File: config.mk
export PLATFORM = sky130hd
export DESIGN_NAME = boost_ctrl
export DESIGN_NICKNAME = d
export VERILOG_FILES = /design/src/rtl/boost_pkg.sv /design/src/rtl/div_seq.sv /design/src/rtl/boost_rule.sv /design/src/rtl/wmark_calc.sv /design/src/rtl/boost_ctrl.sv
export SDC_FILE = /design/constraint.sdc
export NUM_CORES = 2
export LEC_CHECK = 0
export BUFFER_PORTS_ARGS = -buffer_cell sky130_fd_sc_hd__buf_2
export CORE_ASPECT_RATIO = 0.7
export CORE_UTILIZATION = 59
export DETAILED_ROUTE_END_ITERATION = 10
export PLACE_DENSITY = 0.91
export REMOVE_ABC_BUFFERS = 1
export SLEW_MARGIN = 10
export SYNTH_ARGS = -nofsm -noshare
export SYNTH_HDL_FRONTEND = slang
export SYNTH_SLANG_ARGS = --single-unit
File: constraint.sdc
create_clock -name clk_i -period 8.1 [get_ports clk_i]
set_input_delay 0.81 -clock clk_i [delete_from_list [all_inputs] [get_ports clk_i]]
set_output_delay 0.81 -clock clk_i [all_outputs]
set_load 0.05 [all_outputs]
File: src/rtl/boost_pkg.sv
package boost_pkg;
  typedef enum logic [2:0] {
    ST_IDLE, ST_BOOST, ST_BANDF, ST_RAWUP, ST_RAWLO, ST_AVGQ, ST_TGT
  } step_e;
endpackage

File: src/rtl/div_seq.sv
module div_seq #(
  parameter int W = 48
) (
  input  logic         clk_i,
  input  logic         rst_ni,
  input  logic         start_i,
  input  logic [W-1:0] dividend_i,
  input  logic [W-1:0] divisor_i,
  output logic [W-1:0] quot_o,
  output logic         done_o
);
  localparam int CW = $clog2(W + 1);

  logic [W-1:0]  rem_q, quo_q, dvs_q;
  logic [CW-1:0] cnt_q;
  logic          run_q, done_q;
  logic [W:0]    shifted;
  logic          fits;

  assign shifted = {rem_q, quo_q[W-1]};
  assign fits    = shifted >= {1'b0, dvs_q};

  always_ff @(posedge clk_i or negedge rst_ni) begin
    if (!rst_ni) begin
      rem_q <= '0; quo_q <= '0; dvs_q <= '0;
      cnt_q <= '0; run_q <= 1'b0; done_q <= 1'b0;
    end else begin
      done_q <= 1'b0;
      if (start_i && !run_q) begin
        rem_q <= '0;
        quo_q <= dividend_i;
        dvs_q <= divisor_i;
        cnt_q <= CW'(W);
        run_q <= 1'b1;
      end else if (run_q) begin
        if (fits) rem_q <= W'(shifted - {1'b0, dvs_q});
        else      rem_q <= shifted[W-1:0];
        quo_q <= {quo_q[W-2:0], fits};
        cnt_q <= cnt_q - 1'b1;
        if (cnt_q == CW'(1)) begin
          run_q  <= 1'b0;
          done_q <= 1'b1;
        end
      end
    end
  end

  assign quot_o = quo_q;
  assign done_o = done_q;
endmodule

File: src/rtl/boost_rule.sv
module boost_rule #(
  parameter int FW   = 32,
  parameter int STEP = 16000
) (
  input  logic          is_up_i,
  input  logic [FW-1:0] pct_i,
  input  logic [FW-1:0] max_i,
  input  logic          up_en_i,
  input  logic          dn_en_i,
  output logic [FW-1:0] boost_o,
  output logic          up_en_o,
  output logic          dn_en_o
);
  logic [FW:0] raised;
  assign raised = {1'b0, pct_i} + (FW+1)'(STEP);

  always_comb begin
    boost_o = pct_i;
    up_en_o = up_en_i;
    dn_en_o = dn_en_i;
    if (is_up_i) begin
      dn_en_o = 1'b1;
      if (raised >= {1'b0, max_i}) begin
        boost_o = max_i;
        up_en_o = 1'b0;
      end else begin
        boost_o = raised[FW-1:0];
      end
    end else begin
      up_en_o = 1'b1;
      if (pct_i < FW'(STEP / 2)) begin
        boost_o = '0;
        dn_en_o = 1'b0;
      end
    end
  end
endmodule

File: src/rtl/wmark_calc.sv
module wmark_calc #(
  parameter int FW = 32
) (
  input  logic [FW-1:0] avg_i,
  input  logic [FW-1:0] band_i,
  output logic [FW-1:0] upper_o,
  output logic [FW-1:0] lower_o
);
  logic [FW-1:0] head;
  assign head    = ~band_i;
  assign upper_o = ((avg_i < head) ? avg_i : head) + band_i;
  assign lower_o = ((avg_i > band_i) ? avg_i : band_i) - band_i;
endmodule

File: src/rtl/boost_ctrl.sv
module boost_ctrl
  import boost_pkg::*;
#(
  parameter int FW       = 32,
  parameter int PW       = 9,
  parameter int UP_COEFF = 200,
  parameter int DN_COEFF = 50,
  parameter int UP_THR   = 60,
  parameter int DN_THR   = 40,
  parameter int STEP     = 16000,
  parameter int BAND_PM  = 6
) (
  input  logic          clk_i,
  input  logic          rst_ni,
  input  logic          start_i,
  input  logic          up_evt_i,
  input  logic          dn_evt_i,
  input  logic [FW-1:0] avg_count_i,
  input  logic [FW-1:0] cur_freq_i,
  input  logic [FW-1:0] max_freq_i,
  input  logic [PW-1:0] period_i,
  output logic          busy_o,
  output logic          done_o,
  output logic [FW-1:0] boost_o,
  output logic [FW-1:0] target_o,
  output logic [FW-1:0] raw_upper_o,
  output logic [FW-1:0] raw_lower_o,
  output logic [FW-1:0] avg_upper_o,
  output logic [FW-1:0] avg_lower_o,
  output logic          up_en_o,
  output logic          dn_en_o
);
  localparam int DW   = FW + 16;
  localparam int SUST = 10000 / UP_THR;

  step_e         step_q;
  logic          issued_q, is_up_q, done_q;
  logic          st_pend_q, up_pend_q, dn_pend_q;
  logic [FW-1:0] cur_q, max_q, avg_q, band_q, avgq_q;
  logic [PW-1:0] per_q;
  logic [FW-1:0] boost_nx, ru_nx, rl_nx;
  logic          ue_nx, de_nx;
  logic [FW-1:0] boost_r, target_r, ru_r, rl_r, au_r, al_r;
  logic          ue_r, de_r;

  logic [DW-1:0] dvd, dvs, quot;
  logic          div_start, div_done;
  logic [FW-1:0] q_sat, scaled, pct_boost, rule_boost, au_w, al_w;
  logic          rule_ue, rule_de;
  logic [FW:0]   tsum;
  logic [2*FW-1:0] cur_per, band_prod, seed_prod;
  logic          idle, take_start, take_evt;

  assign idle       = (step_q == ST_IDLE);
  assign take_start = idle && st_pend_q;
  assign take_evt   = idle && !st_pend_q && (up_pend_q || dn_pend_q);
  assign cur_per    = (2*FW)'(cur_q) * (2*FW)'(per_q);
  assign scaled     = cur_per[FW-1:0];
  assign band_prod  = (2*FW)'(quot[FW-1:0]) * (2*FW)'(per_q);
  assign seed_prod  = (2*FW)'(cur_freq_i) * (2*FW)'(period_i);
  assign q_sat      = (|quot[DW-1:FW]) ? '1 : quot[FW-1:0];
  assign pct_boost  = q_sat;
  assign tsum       = {1'b0, q_sat} + {1'b0, boost_nx};
  assign div_start  = !idle && !issued_q;

  always_comb begin
    dvd = '0;
    dvs = DW'(100);
    unique case (step_q)
      ST_BOOST: dvd = DW'(boost_r) * DW'(is_up_q ? UP_COEFF : DN_COEFF);
      ST_BANDF: begin dvd = DW'(max_q) * DW'(BAND_PM); dvs = DW'(1000); end
      ST_RAWUP: dvd = DW'(scaled) * DW'(UP_THR);
      ST_RAWLO: dvd = DW'(scaled) * DW'(DN_THR);
      ST_AVGQ:  begin dvd = DW'(avg_q); dvs = DW'(per_q); end
      ST_TGT:   dvd = DW'(avgq_q) * DW'(SUST);
      default:  dvd = '0;
    endcase
  end

  div_seq #(.W(DW)) u_div (
    .clk_i, .rst_ni, .start_i(div_start), .dividend_i(dvd), .divisor_i(dvs),
    .quot_o(quot), .done_o(div_done)
  );

  boost_rule #(.FW(FW), .STEP(STEP)) u_rule (
    .is_up_i(is_up_q), .pct_i(pct_boost), .max_i(max_q),
    .up_en_i(ue_nx), .dn_en_i(de_nx),
    .boost_o(rule_boost), .up_en_o(rule_ue), .dn_en_o(rule_de)
  );

  wmark_calc #(.FW(FW)) u_wm (
    .avg_i(avg_q), .band_i(band_q), .upper_o(au_w), .lower_o(al_w)
  );

  always_ff @(posedge clk_i or negedge rst_ni) begin
    if (!rst_ni) begin
      step_q <= ST_IDLE; issued_q <= 1'b0; is_up_q <= 1'b0; done_q <= 1'b0;
      st_pend_q <= 1'b0; up_pend_q <= 1'b0; dn_pend_q <= 1'b0;
      cur_q <= '0; max_q <= '0; avg_q <= '0; band_q <= '0; avgq_q <= '0;
      per_q <= '0; boost_nx <= '0; ru_nx <= '0; rl_nx <= '0;
      ue_nx <= 1'b1; de_nx <= 1'b0;
      boost_r <= '0; target_r <= '0; ru_r <= '0; rl_r <= '0;
      au_r <= '0; al_r <= '0; ue_r <= 1'b1; de_r <= 1'b0;
    end else begin
      done_q    <= 1'b0;
      // pulses landing in an accept cycle stay pending for the next update
      st_pend_q <= (st_pend_q && !take_start) || start_i;
      up_pend_q <= (up_pend_q && !take_start && !take_evt) || up_evt_i;
      dn_pend_q <= (dn_pend_q && !take_start && !take_evt) || dn_evt_i;
      if (div_start) issued_q <= 1'b1;

      if (take_start || take_evt) begin
        cur_q <= cur_freq_i;
        max_q <= max_freq_i;
        per_q <= period_i;
      end
      if (take_start) begin
        avg_q    <= seed_prod[FW-1:0];
        boost_nx <= '0;
        ue_nx    <= 1'b1;
        de_nx    <= 1'b0;
        step_q   <= ST_BANDF;
      end else if (take_evt) begin
        avg_q   <= avg_count_i;
        is_up_q <= up_pend_q;
        ue_nx   <= ue_r;
        de_nx   <= de_r;
        step_q  <= ST_BOOST;
      end

      if (div_done) begin
        issued_q <= 1'b0;
        unique case (step_q)
          ST_BOOST: begin
            boost_nx <= rule_boost; ue_nx <= rule_ue; de_nx <= rule_de;
            step_q <= ST_BANDF;
          end
          ST_BANDF: begin band_q <= band_prod[FW-1:0]; step_q <= ST_RAWUP; end
          ST_RAWUP: begin ru_nx <= q_sat; step_q <= ST_RAWLO; end
          ST_RAWLO: begin rl_nx <= q_sat; step_q <= ST_AVGQ; end
          ST_AVGQ:  begin avgq_q <= quot[FW-1:0]; step_q <= ST_TGT; end
          ST_TGT: begin
            target_r <= tsum[FW] ? '1 : tsum[FW-1:0];
            boost_r  <= boost_nx;
            ue_r     <= ue_nx;
            de_r     <= de_nx;
            ru_r     <= ru_nx;
            rl_r     <= rl_nx;
            au_r     <= au_w;
            al_r     <= al_w;
            done_q   <= 1'b1;
            step_q   <= ST_IDLE;
          end
          default: step_q <= ST_IDLE;
        endcase
      end
    end
  end

  assign busy_o      = !idle;
  assign done_o      = done_q;
  assign boost_o     = boost_r;
  assign target_o    = target_r;
  assign raw_upper_o = ru_r;
  assign raw_lower_o = rl_r;
  assign avg_upper_o = au_r;
  assign avg_lower_o = al_r;
  assign up_en_o     = ue_r;
  assign dn_en_o     = de_r;
endmodule

After elaboration in Yosys (flattened, before gate mapping) --
Cells that the tools add are included.
Cells by class: add/subtract/negate cells 6, multipliers 8, order comparisons 5, equality and inequality tests 9, mux-type cells 48, bitwise operators 2, reductions and logical operators 33
Operator list (count):
- $mux W32 | 12
- $mux W48 | 5
- $pmux W40 S6 | 1
- $mul A32 B9 Y32 | 3
- $ge A49 B48 Y1 | 1
- $sub A48 B48 Y48 | 1
- $mul A32 B8 Y40 | 1
- $mul A32 B7 Y39 const B | 1
- $mul A32 B4 Y36 const B | 1
- $mul A32 B3 Y35 const B | 1
- $mul A32 B2 Y34 const B | 1
- $add A32 B14 Y33 const B | 1
- $add A32 B32 Y33 | 1
- $ge A33 B32 Y1 | 1
- $add A32 B32 Y32 | 1
- $gt A32 B32 Y1 | 1
- $lt A32 B13 Y1 const B | 1
- $lt A32 B32 Y1 | 1
- $not A32 Y32 | 1
- $sub A32 B32 Y32 | 1
- $mux W1 | 22
- $pmux W10 S2 | 1
- $reduce_or A16 Y1 | 1
- $pmux W3 S5 | 1
- other kinds (17) | 49
Storage, ports and cells: flip-flop bits (word level) 622, logic and storage cells 143

Depth between registers and ports, before layout --
word-level depth 8, gate-level depth with buffers 39, gate-level depth less buffers 36

Cells and area by module --
A second synthesis with hierarchy kept.
Second synthesis, totals: cells, all modules 8933, area total of the unflattened synthesis 75804.0 µm²
By module, submodules not included:
- boost_ctrl | instances 1, cells each 6733, area an instance 58407.3 µm², seq. area each 11763.8 µm²
- div_seq | instances 1, cells each 1125, area an instance 9754.4 µm², seq. area each 3803.6 µm²
- wmark_calc | instances 1, cells each 744, area an instance 5385.2 µm², seq. area each 0.0 µm²
- boost_rule | instances 1, cells each 331, area an instance 2257.2 µm², seq. area each 0.0 µm²

Worst setup path before layout --
No wires, ideal clock.
path type register to register, start point register per_q[8], end point register u_div.quo_q[28], in the netlist u_div.quot_o[28], setup time 0.142 ns, data arrival time 8.474 ns, required time 7.958 ns, slack -0.516 ns, stages on the path, launching flop included 37, buffers on the path 3, cells stage by stage dfrtp_1 clkbuf_1 clkbuf_1 nand2_1 fa_1 fa_1 inv_1 fa_1 inv_1 fa_1 inv_1 ha_1 o21ai_0 a211oi_1 a221o_1 a31o_2 a21o_1 a21oi_1 xnor2_1 inv_1 xnor2_1 ha_1 a21oi_1 fa_1 inv_1 ha_1 clkbuf_1 a41o_1 a21oi_1 o21ai_0 nor3_1 a21oi_1 a31o_1 o31a_1 or3_1 a221oi_1 o221ai_1
On the way: cells in the longest elaborated chain, start to end 4
RTL lines:
- from (decl) | RTL line boost_ctrl.sv:40 | logic [PW-1:0] per_q;
- from (signal assigned) | RTL line boost_ctrl.sv:115 | per_q <= period_i;
- $mul A32 B9 Y32 (*) | RTL line boost_ctrl.sv:57 | assign cur_per = (2*FW)'(cur_q) * (2*FW)'(per_q);
- $mul A32 B3 Y35 or $mul A32 B4 Y36 (tied branches) | RTL line boost_ctrl.sv:73, boost_ctrl.sv:72
- $pmux W40 S6 (*) | RTL line boost_ctrl.sv:69 | unique case (step_q)
- $mux W48 (*) | RTL line div_seq.sv:29 | if (start_i && !run_q) begin
- to (signal assigned) | RTL line div_seq.sv:31 | quo_q <= dividend_i;
- to (signal assigned) | RTL line div_seq.sv:38 | quo_q <= {quo_q[W-2:0], fits};
- to (decl) | RTL line div_seq.sv:14 | logic [W-1:0] rem_q, quo_q, dvs_q;
Mark *: on every way between the ends. The rest lies on a longest branch, timed or not. A chain may end at the register's enable or synchronous reset.

Worst setup path after layout --
start point register per_q[4], end point register u_div.quo_q[37], in the netlist u_div.quot_o[37]
Same word-level chain as after synthesis.

==> impl_metrics.py <==
metrics = {
    "status": {
        "status": "finished, final reports clean",
    },
    "worst_setup_path": {
        "crit_path_start_kind": "flop",
        "r2r_cells": 38,
        "crit_slowest_cell": "fa_2",
        "cp_slowest_stage_delay_ns": 0.60,
        "required_ns": 8.66,
        "crit_fanout": 6,
        "critPathArrivalTime_ns": 8.65,
        "critical_path_class": "reg2reg",
        "cp-end-kind": "flop",
    },
    "yosys": {
        "yosys.area.top_type": "fa_1",
        "ys_seq_area_frac": 0.2053,
        "syn_area_sq_um": 71190,
        "synthArstFlopShare": 1.000,
        "netlist.area_leader.share": 0.2140,
        "synth_commonest_cells": "1196 x nand2_1, 1123 x inv_1, 761 x fa_1",
        "synthTopCellsByArea": "fa_1 21%, dfrtp_1 20%, ha_1 12%, nand2_1 6.3%, inv_1 5.9%",
        "synth_flop_cell": "dfrtp_1",
        "ys_warn_count": 0,
        "synth-seq-cells": 584,
        "avgSynthCellArea_sq_um": 8.723,
        "yosysUniqueCellTypes": 88,
        "synthCells": 8161,
        "synth.most_common_cell": "nand2_1",
        "synth_edf_count": 0,
    },
    "clock_tree": {
        "insertion_delay_ns": 0.70,
        "clkTransAtPathRegs_ns": 0.07,
        "cts_buffer_depth": 3,
        "ctsRootBufferMaster": "clkbuf_16",
        "cts_hold_buf": 0,
        "h-tree-depth": 3,
        "cts_sinks": 584,
        "cts_tree": "built",
        "cts_buffers": 66,
    },
    "timing": {
        "post-route-period-util": 0.9980,
        "period_minus_slack_ns": 8.084,
        "tightest_slew_ns": 1.298,
        "slew_headroom": 0.1278,
        "final-hold-violation-count": 0,
        "fin_tns_setup_ns": 0,
        "setup_viol": 0,
        "max_freq_mhz": 123.7,
        "finClkSkew_ns": 0.03441,
        "rsz0062_at_grt": "yes",
        "drv_slew": 0,
    },
    "die": {
        "start_util": 0.5957,
        "ios": 306,
        "core_area_sq_um": 119500,
        "die_area_sq_um": 122100,
        "rows": 106,
        "fp.dieH_microns": 292.6,
        "die_w_microns": 417.2,
    },
    "routing": {
        "wirelength_microns": 220400,
        "final_antenna_net_count": 0,
        "drt_iter0_drc": 6837,
        "drc": 0,
        "first_pass_iters": 9,
        "vias": 62430,
        "via_per_inst": 6.093,
        "wl_per_cell_microns": 21.51,
    },
    "worst_hold_path": {
        "min_path_type": "in2async",
    },
    "global_route": {
        "grt_overflow_total": 0,
        "antenna_found_initial": 17,
        "grt_pass1_wl_microns": 347400,
        "grt_pass1_vias": 63400,
        "groute.usage.overall": 0.3607,
        "grt_max_degree": 168,
    },
    "flow_run": {
        "drv_cap": 0,
    },
    "finish": {
        "finalNonFillerCells": 10250,
        "final_layout_size_suffix_gt1_frac": 0.1376,
        "syn2layout_area_growth_pct": 11.96,
        "fill_cells": 9131,
        "nets": 10100,
        "final_util": 0.6670,
    },
    "placement": {
        "place_inst": 10080,
        "io_buffers": 305,
        "dp.final_hpwl_microns": 169500,
        "gp_congestion": 1.014,
    },
}
-- cells in the final DEF, fill, tap and decap left out, types with 81 or more instances in the layout --
cell type / netlist / routed
nand2_1: 1196 / 1190
inv_1: 1123 / 1099
fa_1: 761 / 751
ha_1: 656 / 630
dfrtp_1: 582 / 564
o21ai_0: 415 / 398
and2_1: 386 / 379
a21oi_1: 405 / 377
buf_4: 0 / 347
nor2_1: 334 / 327
buf_2: 3 / 305
xnor2_1: 247 / 229
xor2_1: 164 / 161
a21o_1: 153 / 153
mux2_2: 138 / 138
nand3_1: 91 / 88
nor2b_1: 82 / 81
-- path summary, 6_finish.rpt --
check | from | end | slack [ns]
worst min register to register | rl_nx[9]$_DFFE_PN0P_ | raw_lower_o[9]$_DFFE_PN0P_ | 0.46
worst max-delay path | per_q[4]$_DFFE_PN0P_ | u_div.quot_o[37]$_DFFE_PN0P_ | 0.02
worst min-delay path | rst_ni | raw_lower_o[28]$_DFFE_PN0P_ | 0.13
max in group asynchronous | rst_ni | rl_nx[1]$_DFFE_PN0P_ | 6.05
min in group clk_i | start_i | st_pend_q$_DFF_PN0_ | 0.29
worst max register to register | per_q[4]$_DFFE_PN0P_ | u_div.quot_o[37]$_DFFE_PN0P_ | 0.02
-- final cells by class --
class | instances | area [sq um] | share of cell area
multi-input cells | 6112 | 52100 | 0.6537
clock inverters | 28 | 356.6 | 0.004474
flip-flops and latches | 584 | 14640 | 0.1837
diodes | 8 | 20.02 | 0.0002512
well taps | 1620 | 2027 | 0.02543
inverters | 1125 | 4228 | 0.05304
clock buffers | 88 | 1824 | 0.02289
repair buffers | 680 | 4507 | 0.05654
-- critical path, delay by kind of cell, from the launching register on --
kind	cells	cell delay [ns]
AO/OA/AOI/OAI	11	2.18
XOR/XNOR	2	0.24
adder cells (fa/ha/maj)	8	3.36
buffers and inverters	8	0.79
flip-flops	1	0.46
multiplexers	1	0.07
AND/OR/NAND/NOR	8	0.87
-- kinds of logic (layout without fill, tap and decap cells) --
group	after synthesis	in the layout	synth area share
and+or+nand+nor	2469	2469	0.1620
AOI/OAI and AO/OA	1574	1574	0.1418
buffers and inverters	1496	1921	0.07915
adders and majority gates	1418	1418	0.3294
DFF	584	584	0.2053
xor gates and xnor gates	411	411	0.05057
muxes	207	207	0.03153
other	2	41	0.0001055
-- per-stage QoR --
| step | instance area (sq um) | hold slack [ns] | worst slack [ns] |
|---|---|---|---|
| 6_report | 79700 | 0.1331 | 0.01591 |
| 5_1_grt | 79680 | 0.2197 | -0.2514 |
| 4_1_cts | 78750 | 0.1716 | 0.009724 |
| 3_5_place_dp | 76060 | 0.4506 | -0.5098 |
| 3_3_place_gp | 76060 | 0.4408 | -0.3158 |
| 2_1_floorplan | 69890 | 0.4349 | -0.8700 |
-- what timing repair did --
item / 4_1_cts / 5_1_grt
buffers inserted: 18 / 30
resized for setup: 82 / 159
pin swaps: 41 / 144
endpoints found under the setup margin: 19 / 22
-- metal layers --
layer,up-vias,part of all wire,GRT usage
met5,-,0.00052,0
met1,30430,0.40,0.4861
met4,16,0.045,0.1427
met2,3648,0.43,0.5428
li1,27640,-,-
met3,691,0.13,0.1107
Power is not shown: default switching activity piles up to over one toggle a cycle in this logic, so the estimate is an artifact.
